==> src/rtl/prienc_pkg.sv <==
`timescale 1ns/1ps
package prienc_pkg;
  // Largest request count supported by the number field (fits two BCD digits)
  localparam int REQ_COUNT = 16;
  localparam int NUM_W     = 5;
  localparam int DIGIT_W   = 4;
  localparam int DIGITS    = 2;
  localparam int BCD_W     = DIGIT_W * DIGITS;

  // Strobes handed from the scan control to the conversion datapath
  typedef struct packed {
    logic             hit;     // some request is active
    logic [NUM_W-1:0] number;  // one-based number of the winner, 0 if none
  } scanStrobe_t;
endpackage

==> src/rtl/prienc_scan.sv <==
`timescale 1ns/1ps
module prienc_scan
  import prienc_pkg::*;
#(
  parameter int NUM_REQ = REQ_COUNT
) (
  input  logic [NUM_REQ-1:0] reqIn,
  output scanStrobe_t        strobe
);
  // Ascending walk: each later (higher) active bit overrides earlier ones,
  // so the highest-numbered request is left standing.
  always_comb begin
    strobe.hit    = 1'b0;
    strobe.number = '0;
    for (int i = 0; i < NUM_REQ; i++) begin
      if (reqIn[i]) begin
        strobe.hit    = 1'b1;
        strobe.number = NUM_W'(i + 1);
      end
    end
  end
endmodule

==> src/rtl/prienc_bcd_path.sv <==
`timescale 1ns/1ps
module prienc_bcd_path
  import prienc_pkg::*;
#(
  parameter bit OUT_REG = 1'b1
) (
  input  logic             clk,
  input  logic             rstN,
  input  scanStrobe_t      strobe,
  output logic [BCD_W-1:0] bcdOut,
  output logic             anyActive
);
  // Shift-and-add-3 conversion of the binary number into BCD digits
  function automatic logic [BCD_W-1:0] toBcd(input logic [NUM_W-1:0] bin);
    logic [BCD_W-1:0] acc;
    acc = '0;
    for (int b = NUM_W - 1; b >= 0; b--) begin
      for (int d = 0; d < DIGITS; d++) begin
        if (acc[d*DIGIT_W +: DIGIT_W] >= DIGIT_W'(5))
          acc[d*DIGIT_W +: DIGIT_W] = acc[d*DIGIT_W +: DIGIT_W] + DIGIT_W'(3);
      end
      acc = {acc[BCD_W-2:0], bin[b]};
    end
    return acc;
  endfunction

  logic [BCD_W-1:0] bcdNext;
  assign bcdNext = toBcd(strobe.number);

  generate
    if (OUT_REG) begin : g_reg
      always_ff @(posedge clk or negedge rstN) begin
        if (!rstN) begin
          bcdOut    <= '0;
          anyActive <= 1'b0;
        end else begin
          bcdOut    <= bcdNext;
          anyActive <= strobe.hit;
        end
      end
    end else begin : g_comb
      assign bcdOut    = bcdNext;
      assign anyActive = strobe.hit;
    end
  endgenerate
endmodule

==> src/rtl/prienc_bcd16.sv <==
`timescale 1ns/1ps
module prienc_bcd16
  import prienc_pkg::*;
#(
  parameter int NUM_REQ = REQ_COUNT,
  parameter bit OUT_REG = 1'b1
) (
  input  logic               clk,
  input  logic               rstN,
  input  logic [NUM_REQ-1:0] reqIn,
  output logic [BCD_W-1:0]   bcdOut,
  output logic               anyActive
);
  scanStrobe_t strobe;

  prienc_scan #(.NUM_REQ(NUM_REQ)) u_scan (
    .reqIn  (reqIn),
    .strobe (strobe)
  );

  prienc_bcd_path #(.OUT_REG(OUT_REG)) u_path (
    .clk       (clk),
    .rstN      (rstN),
    .strobe    (strobe),
    .bcdOut    (bcdOut),
    .anyActive (anyActive)
  );
endmodule

==> config.mk <==
export PLATFORM = sky130hd
export DESIGN_NAME = prienc_bcd16
export DESIGN_NICKNAME = d
export VERILOG_FILES = /design/src/rtl/prienc_pkg.sv /design/src/rtl/prienc_scan.sv /design/src/rtl/prienc_bcd_path.sv /design/src/rtl/prienc_bcd16.sv
export SDC_FILE = /design/constraint.sdc
export NUM_CORES = 1
export LEC_CHECK = 0
export ABC_AREA = 1
export BUFFER_PORTS_ARGS = -buffer_cell sky130_fd_sc_hd__buf_2
export CAP_MARGIN = 40
export CORE_MARGIN = 2
export CORE_UTILIZATION = 38
export CTS_CLUSTER_SIZE = 14
export DETAILED_ROUTE_END_ITERATION = 6
export GPL_TIMING_DRIVEN = 0
export MAX_ROUTING_LAYER = met4
export PLACE_DENSITY = 0.72
export SETUP_SLACK_MARGIN = 0.1
export SLEW_MARGIN = 10
export SYNTH_ARGS = -nofsm -noshare
export SYNTH_HDL_FRONTEND = slang
export SYNTH_SLANG_ARGS = --single-unit
==> constraint.sdc <==
create_clock -name clk -period 0.8 [get_ports clk]
set_input_delay 0.04 -clock clk [delete_from_list [all_inputs] [get_ports clk]]
set_output_delay 0.04 -clock clk [all_outputs]
set_load 0.05 [all_outputs]
==> results of run 1 <==
[report_power, final]
part / internal [µW] / switching, µW
Sequential: 382 / 11.2
Clock: 190 / 120
Combinational: 199 / 280
[logic make-up (layout without fill, tap and decap cells)]
group / after synthesis / count (layout) / synth area share
AO/OA/AOI/OAI: 6 / 6 / 0.0866
XOR/XNOR: 1 / 1 / 0.0173
adder cells (fa/ha/maj): 2 / 2 / 0.0495
buffers and inverters: 19 / 51 / 0.156
flip-flops: 7 / 7 / 0.347
other: 1 / 3 / 0.00742
AND/OR/NAND/NOR: 36 / 36 / 0.337
[synth_stat cells, drive strengths merged]
cell type / count / share of area
o31ai: 1 / 0.015
nor4: 1 / 0.012
buf: 2 / 0.030
nand3: 4 / 0.049
conb: 1 / 0.0074
ha: 2 / 0.049
a21oi: 2 / 0.020
o211ai: 1 / 0.025
a31o: 1 / 0.017
xnor2: 1 / 0.017
inv: 17 / 0.13
nor2: 7 / 0.087
dfrtp: 7 / 0.35
o21ai: 1 / 0.0099
nand2: 24 / 0.19
[metal layers]
layer	wire, µm	part of all wire	global-route usage	up-vias
met5	0	0	-	-
met4	0	0	0.100	0
met3	73	0.063	0.0167	0
met2	611	0.53	0.266	20
met1	465	0.40	0.173	233
li1	-	-	-	277
[flip-flops by register name, indices dropped and copies added, names as in the netlist]
register and count:
u_path.bcdOut 6, u_path.anyActive 1
[critical path, delay by kind of cell]
family | cells | cell delay [ps]
compound gates | 2 | 350
fa+ha+maj | 1 | 180
simple gates | 9 | 620
buf+inv | 1 | 100
[metrics by stage]
stage	util	hold slack [ps]	area [µm²]
detailed placement	0.589	-123	747
floorplan	-	-256	608
finish	0.719	22.8	912
global route	0.719	28.9	912
CTS	0.707	11.6	897
global placement	0.589	-129	747
[worst paths after layout]
kind	slack (ps)	to	startpoint	cells after the start
setup / recovery	-330	u_path.bcdOut[2]	reqIn[4]	13
min in group asynchronous	160	u_path.bcdOut[4]	rstN	2
hold / removal	20	u_path.anyActive	reqIn[0]	3
max in group asynchronous	500	u_path.bcdOut[5]	rstN	2
[repair_timing]
item | 4_1_cts | 5_1_grt
endpoints found under the setup margin | 12 | 12
hold buffers | 1 | 0
pin swaps | 14 | 3
gates resized for setup | 25 | 4
hold endpoints to repair | 7 | 0
buffers inserted | 3 | 0
[layout make-up]
cell class,instances,area (µm²)
well taps,15,18.8
multi-input cells,48,350
inverters,17,92.6
flip-flops and latches,7,175
plain buffers,2,15.0
repair buffers,28,234
clock buffers,4,26.3
fillers,94,357
==> flow_summary.toml, run 1 <==
[detailed_routing]
dr.first_iter.drc_count = 11
dr.pass1.iters = 3
viasPerCell = 4.38
vias = 530
drcViolationCount = 0
ant_nets = 0
wl_mm = 1.15
wl_per_cell_um = 9.51

[yosys]
synth_warnings = 0
yosysUniqueCellTypes = 19
yosysSeqAreaShare = 0.347
synth_area_um2 = 505
avgSynthCellArea_um2 = 7.02
synth_seq_cells = 7
netlist_instances = 72

[clock_tree]
cts_tree = "yes"
clkTransAtPathRegs_ps = 50
clk_path_buf_depth = 2
cts_buffers = 3
h-tree-depth = 1
cts_sinks = 7
cts-root-buf = "clkbuf_4"

[setup_path]
cpPeakStageDelay_ps = 240
slowest_stage = "o211ai_4"
required_ps = 970
crit_top_cell = "nand2_1"
crit_arrival_ps = 1300
start_kind = "input pin"
crit_path_end_kind = "flip-flop"
path_max_fanout = 4
cp_cell_sequence = "buf_6, nor2_4, nand2_2, nand3_2, nand2_1, nand2_1, nand2_1, nand3_2, nand2_4, ha_4, o211ai_4, nor2_2, a21oi_1"
worstSetupPathType = "in -> reg"

[die]
die_w_um = 40.5
core_um2 = 1270
placementRows = 13
io_pins = 27
dieArea_um2 = 1640
die_h_um = 40.5
start_util = 0.398

[sta]
setup_viol = 10
finalMaxSlewViolations = 0
fin_crit_ps = 1130
fin_tns_setup_ps = -1250
setup_ws_ps = -326
min_period_over_period = 1.41
rsz0062_at_grt = "yes"
hold_violations = 0
fmaxAchievable_ghz = 0.888

[placement]
place.detailed.hpwl_um = 839
place.gp.congestion = 0.709
numPortBuffers = 24
dp.cells = 113
post-place-ws_ps = -616

[layout]
area_growth_pct = 80.4
instances_no_fill = 121
antenna_cells = 0
layout_commonest_cell = "nand2_1"
nets = 127
drive_gt1_frac = 0.538
final_cell_mix = "17 x nand2_1, 14 x inv_1, 13 x buf_2"

[global_route]
grt_pass1_vias = 456
grt_usage = 0.157
antenna_found_initial = 0
grt.overflow.total = 0
grt_start_max_net_pins = 8
grt_pass1_wl_mm = 1.66

[status]
status = "finished, violations left"
violations = "negative setup slack"

[power]
finalPower_uw = 1180
vdd_ir_drop_max_v = 0.000475
power_density_nw_per_um2 = 1300
p_leak_uw = 0.000471

[flow_run]
cap_violations = 0

[hold_path]
hp-class = "in -> reg"
Power figures use the tool's default switching activity.
==> inputs of run 2 (changes only) <==
==> constraint.sdc (replaced) <==
create_clock -name clk -period 0.8 [get_ports clk]
set_input_delay 0.04 -clock clk [delete_from_list [all_inputs] [get_ports clk]]
set_output_delay 0.04 -clock clk [all_outputs]
set_load 0.1 [all_outputs]
==> run 2 against run 1 <==
Effect of this change: highest routed layer unchanged; the flow still finishes with violations (negative setup slack); sequential power up 3%; worst hold slack worse by 1.9 ps; critical path type unchanged; flip-flop and latch count unchanged; die area unchanged; maximum frequency up 2.9%.
==> flow_summary.toml, run 2 (synthesis gave the netlist of run 1 again) <==
[die]
die_w_um = 40.5
core_um2 = 1270
start_util = 0.398
die_h_um = 40.5
dieArea_um2 = 1640
placementRows = 13
io_pins = 27

[sta]
fmaxAchievable_ghz = 0.914
fin_crit_ps = 1090
hold_violations = 0
setup_ws_ps = -294
rsz0062_at_grt = "yes"
setup_viol = 12
min_period_over_period = 1.37
finalMaxSlewViolations = 0

[layout]
seqCellArea_um2 = 183
reg_top3 = "u_path.bcdOut: 6 flops, u_path.anyActive: 1 flops"
fill_cells = 89
multiInputGateArea_um2 = 343
layout_commonest_cell = "nand2_1"
largest_reg_flops = 6
nets = 130
antenna_cells = 0
final_cell_mix = "17 x nand2_1, 14 x inv_1, 14 x buf_2"
instances_no_fill = 124
area_growth_pct = 92.8
drive_gt1_frac = 0.596
top_register = "u_path.bcdOut"

[detailed_routing]
wl_mm = 1.29
ant_nets = 0
dr.first_iter.drc_count = 18
wl_per_cell_um = 10.4
drcViolationCount = 0
vias = 548
dr.pass1.iters = 4
viasPerCell = 4.42

[setup_path]
worstSetupPathType = "in -> reg"
cp_cell_sequence = "buf_12, inv_16, nand2_4, nand2_2, nand3_2, nand2_1, nand2_1, nand2_1, nand3_2, nand2_4, inv_2, ha_4, nand2_4, o211ai_4, xnor2_1"
required_ps = 960
path_max_fanout = 4
cpPeakStageDelay_ps = 190
crit_path_end_kind = "flip-flop"
start_kind = "input pin"
slowest_stage = "xnor2_1"
crit_arrival_ps = 1250

[power]
p_seq_frac = 0.293
p_leak_uw = 0.000494
switching_share = 0.412
combPwrFrac = 0.468
finalPower_uw = 1380
power_density_nw_per_um2 = 1420
internal-power_uw = 813
net-switching-power_uw = 570
pwr-share-clk = 0.239
vdd_ir_drop_max_v = 0.000536

[clock_tree]
cts_buffers = 3
clk_path_buf_depth = 2
clkTransAtPathRegs_ps = 60
cts_tree = "yes"
cts-root-buf = "clkbuf_4"
cts_sinks = 7
h-tree-depth = 1

[global_route]
grt_usage = 0.165
grt_start_max_net_pins = 8
grt_pass1_vias = 447
antenna_found_initial = 0
grt_pass1_wl_mm = 1.72
grt.overflow.total = 0

[status]
status = "finished, violations left"
violations = "negative setup slack"

[placement]
dp.cells = 113
place.gp.congestion = 0.720
place.detailed.hpwl_um = 788
post-place-ws_ps = -619
numPortBuffers = 24

[flow_run]
cap_violations = 0

[hold_path]
hold_path_depth = 3
hp-start = "reqIn[0]"
worstHoldEndpoint = "u_path.anyActive"
hp-class = "in -> reg"
## run 2: worst max-delay path by stage
stage,to,cells past startpoint,slack [ps],from
after global placement,u_path.bcdOut[2],16,-610,reqIn[1]
after floorplan,u_path.bcdOut[2],15,-340,reqIn[2]
after global routing,u_path.bcdOut[4],16,-410,reqIn[2]
final,u_path.bcdOut[1],15,-290,reqIn[1]
after detailed placement,u_path.bcdOut[2],16,-620,reqIn[1]
after CTS,u_path.bcdOut[2],16,-260,reqIn[2]
## run 2: stage by stage
stage	hold WS (ps)	utilization	setup TNS, ps	area (µm²)
6_report	20.9	0.768	-1570	975
5_1_grt	37.2	0.768	-2320	975
4_1_cts	6.53	0.725	-1420	920
3_5_place_dp	-125	0.595	-2560	754
3_3_place_gp	-129	0.595	-2510	754
2_1_floorplan	-256	-	-1320	616
## run 2: final cells by class
type                            instances  area share
Clock buffer                            4      0.0270
Multi-Input combinational cell         48       0.352
Inverter                               17      0.0950
Buffer                                  2      0.0154
Timing Repair Buffer                   31       0.304
Tap cell                               15      0.0193
Sequential cell                         7       0.187
## run 2: power by group through the flow
stage          Combinational, µW  Sequential [µW]  Clock (µW)
6_report                     647              405         331
3_5_place_dp                 514              395           0
5_1_grt                      685              406         355
2_1_floorplan                194              600           0
4_1_cts                      607              401         323
3_3_place_gp                 509              395           0
## run 2: critical path, delay by kind of cell
family | cells | cell delay, ps
xor+xnor | 1 | 190
simple gates | 9 | 570
fa+ha+maj | 1 | 160
buf+inv | 3 | 210
compound gates | 1 | 90
## run 2: what timing repair did
action,4_1_cts,5_1_grt
buffers inserted,4,2
pin swaps,16,5
resized for setup,28,9
hold buffers,1,0
hold endpoints to repair,7,0
endpoints found under the setup margin,12,12
## run 2: layer usage
metal,vias to the layer above,global-route usage,part of all wire
li1,283,-,-
met5,-,-,0
met4,0,0.100,0
met1,237,0.182,0.39
met3,0,0.0167,0.062
met2,28,0.282,0.55
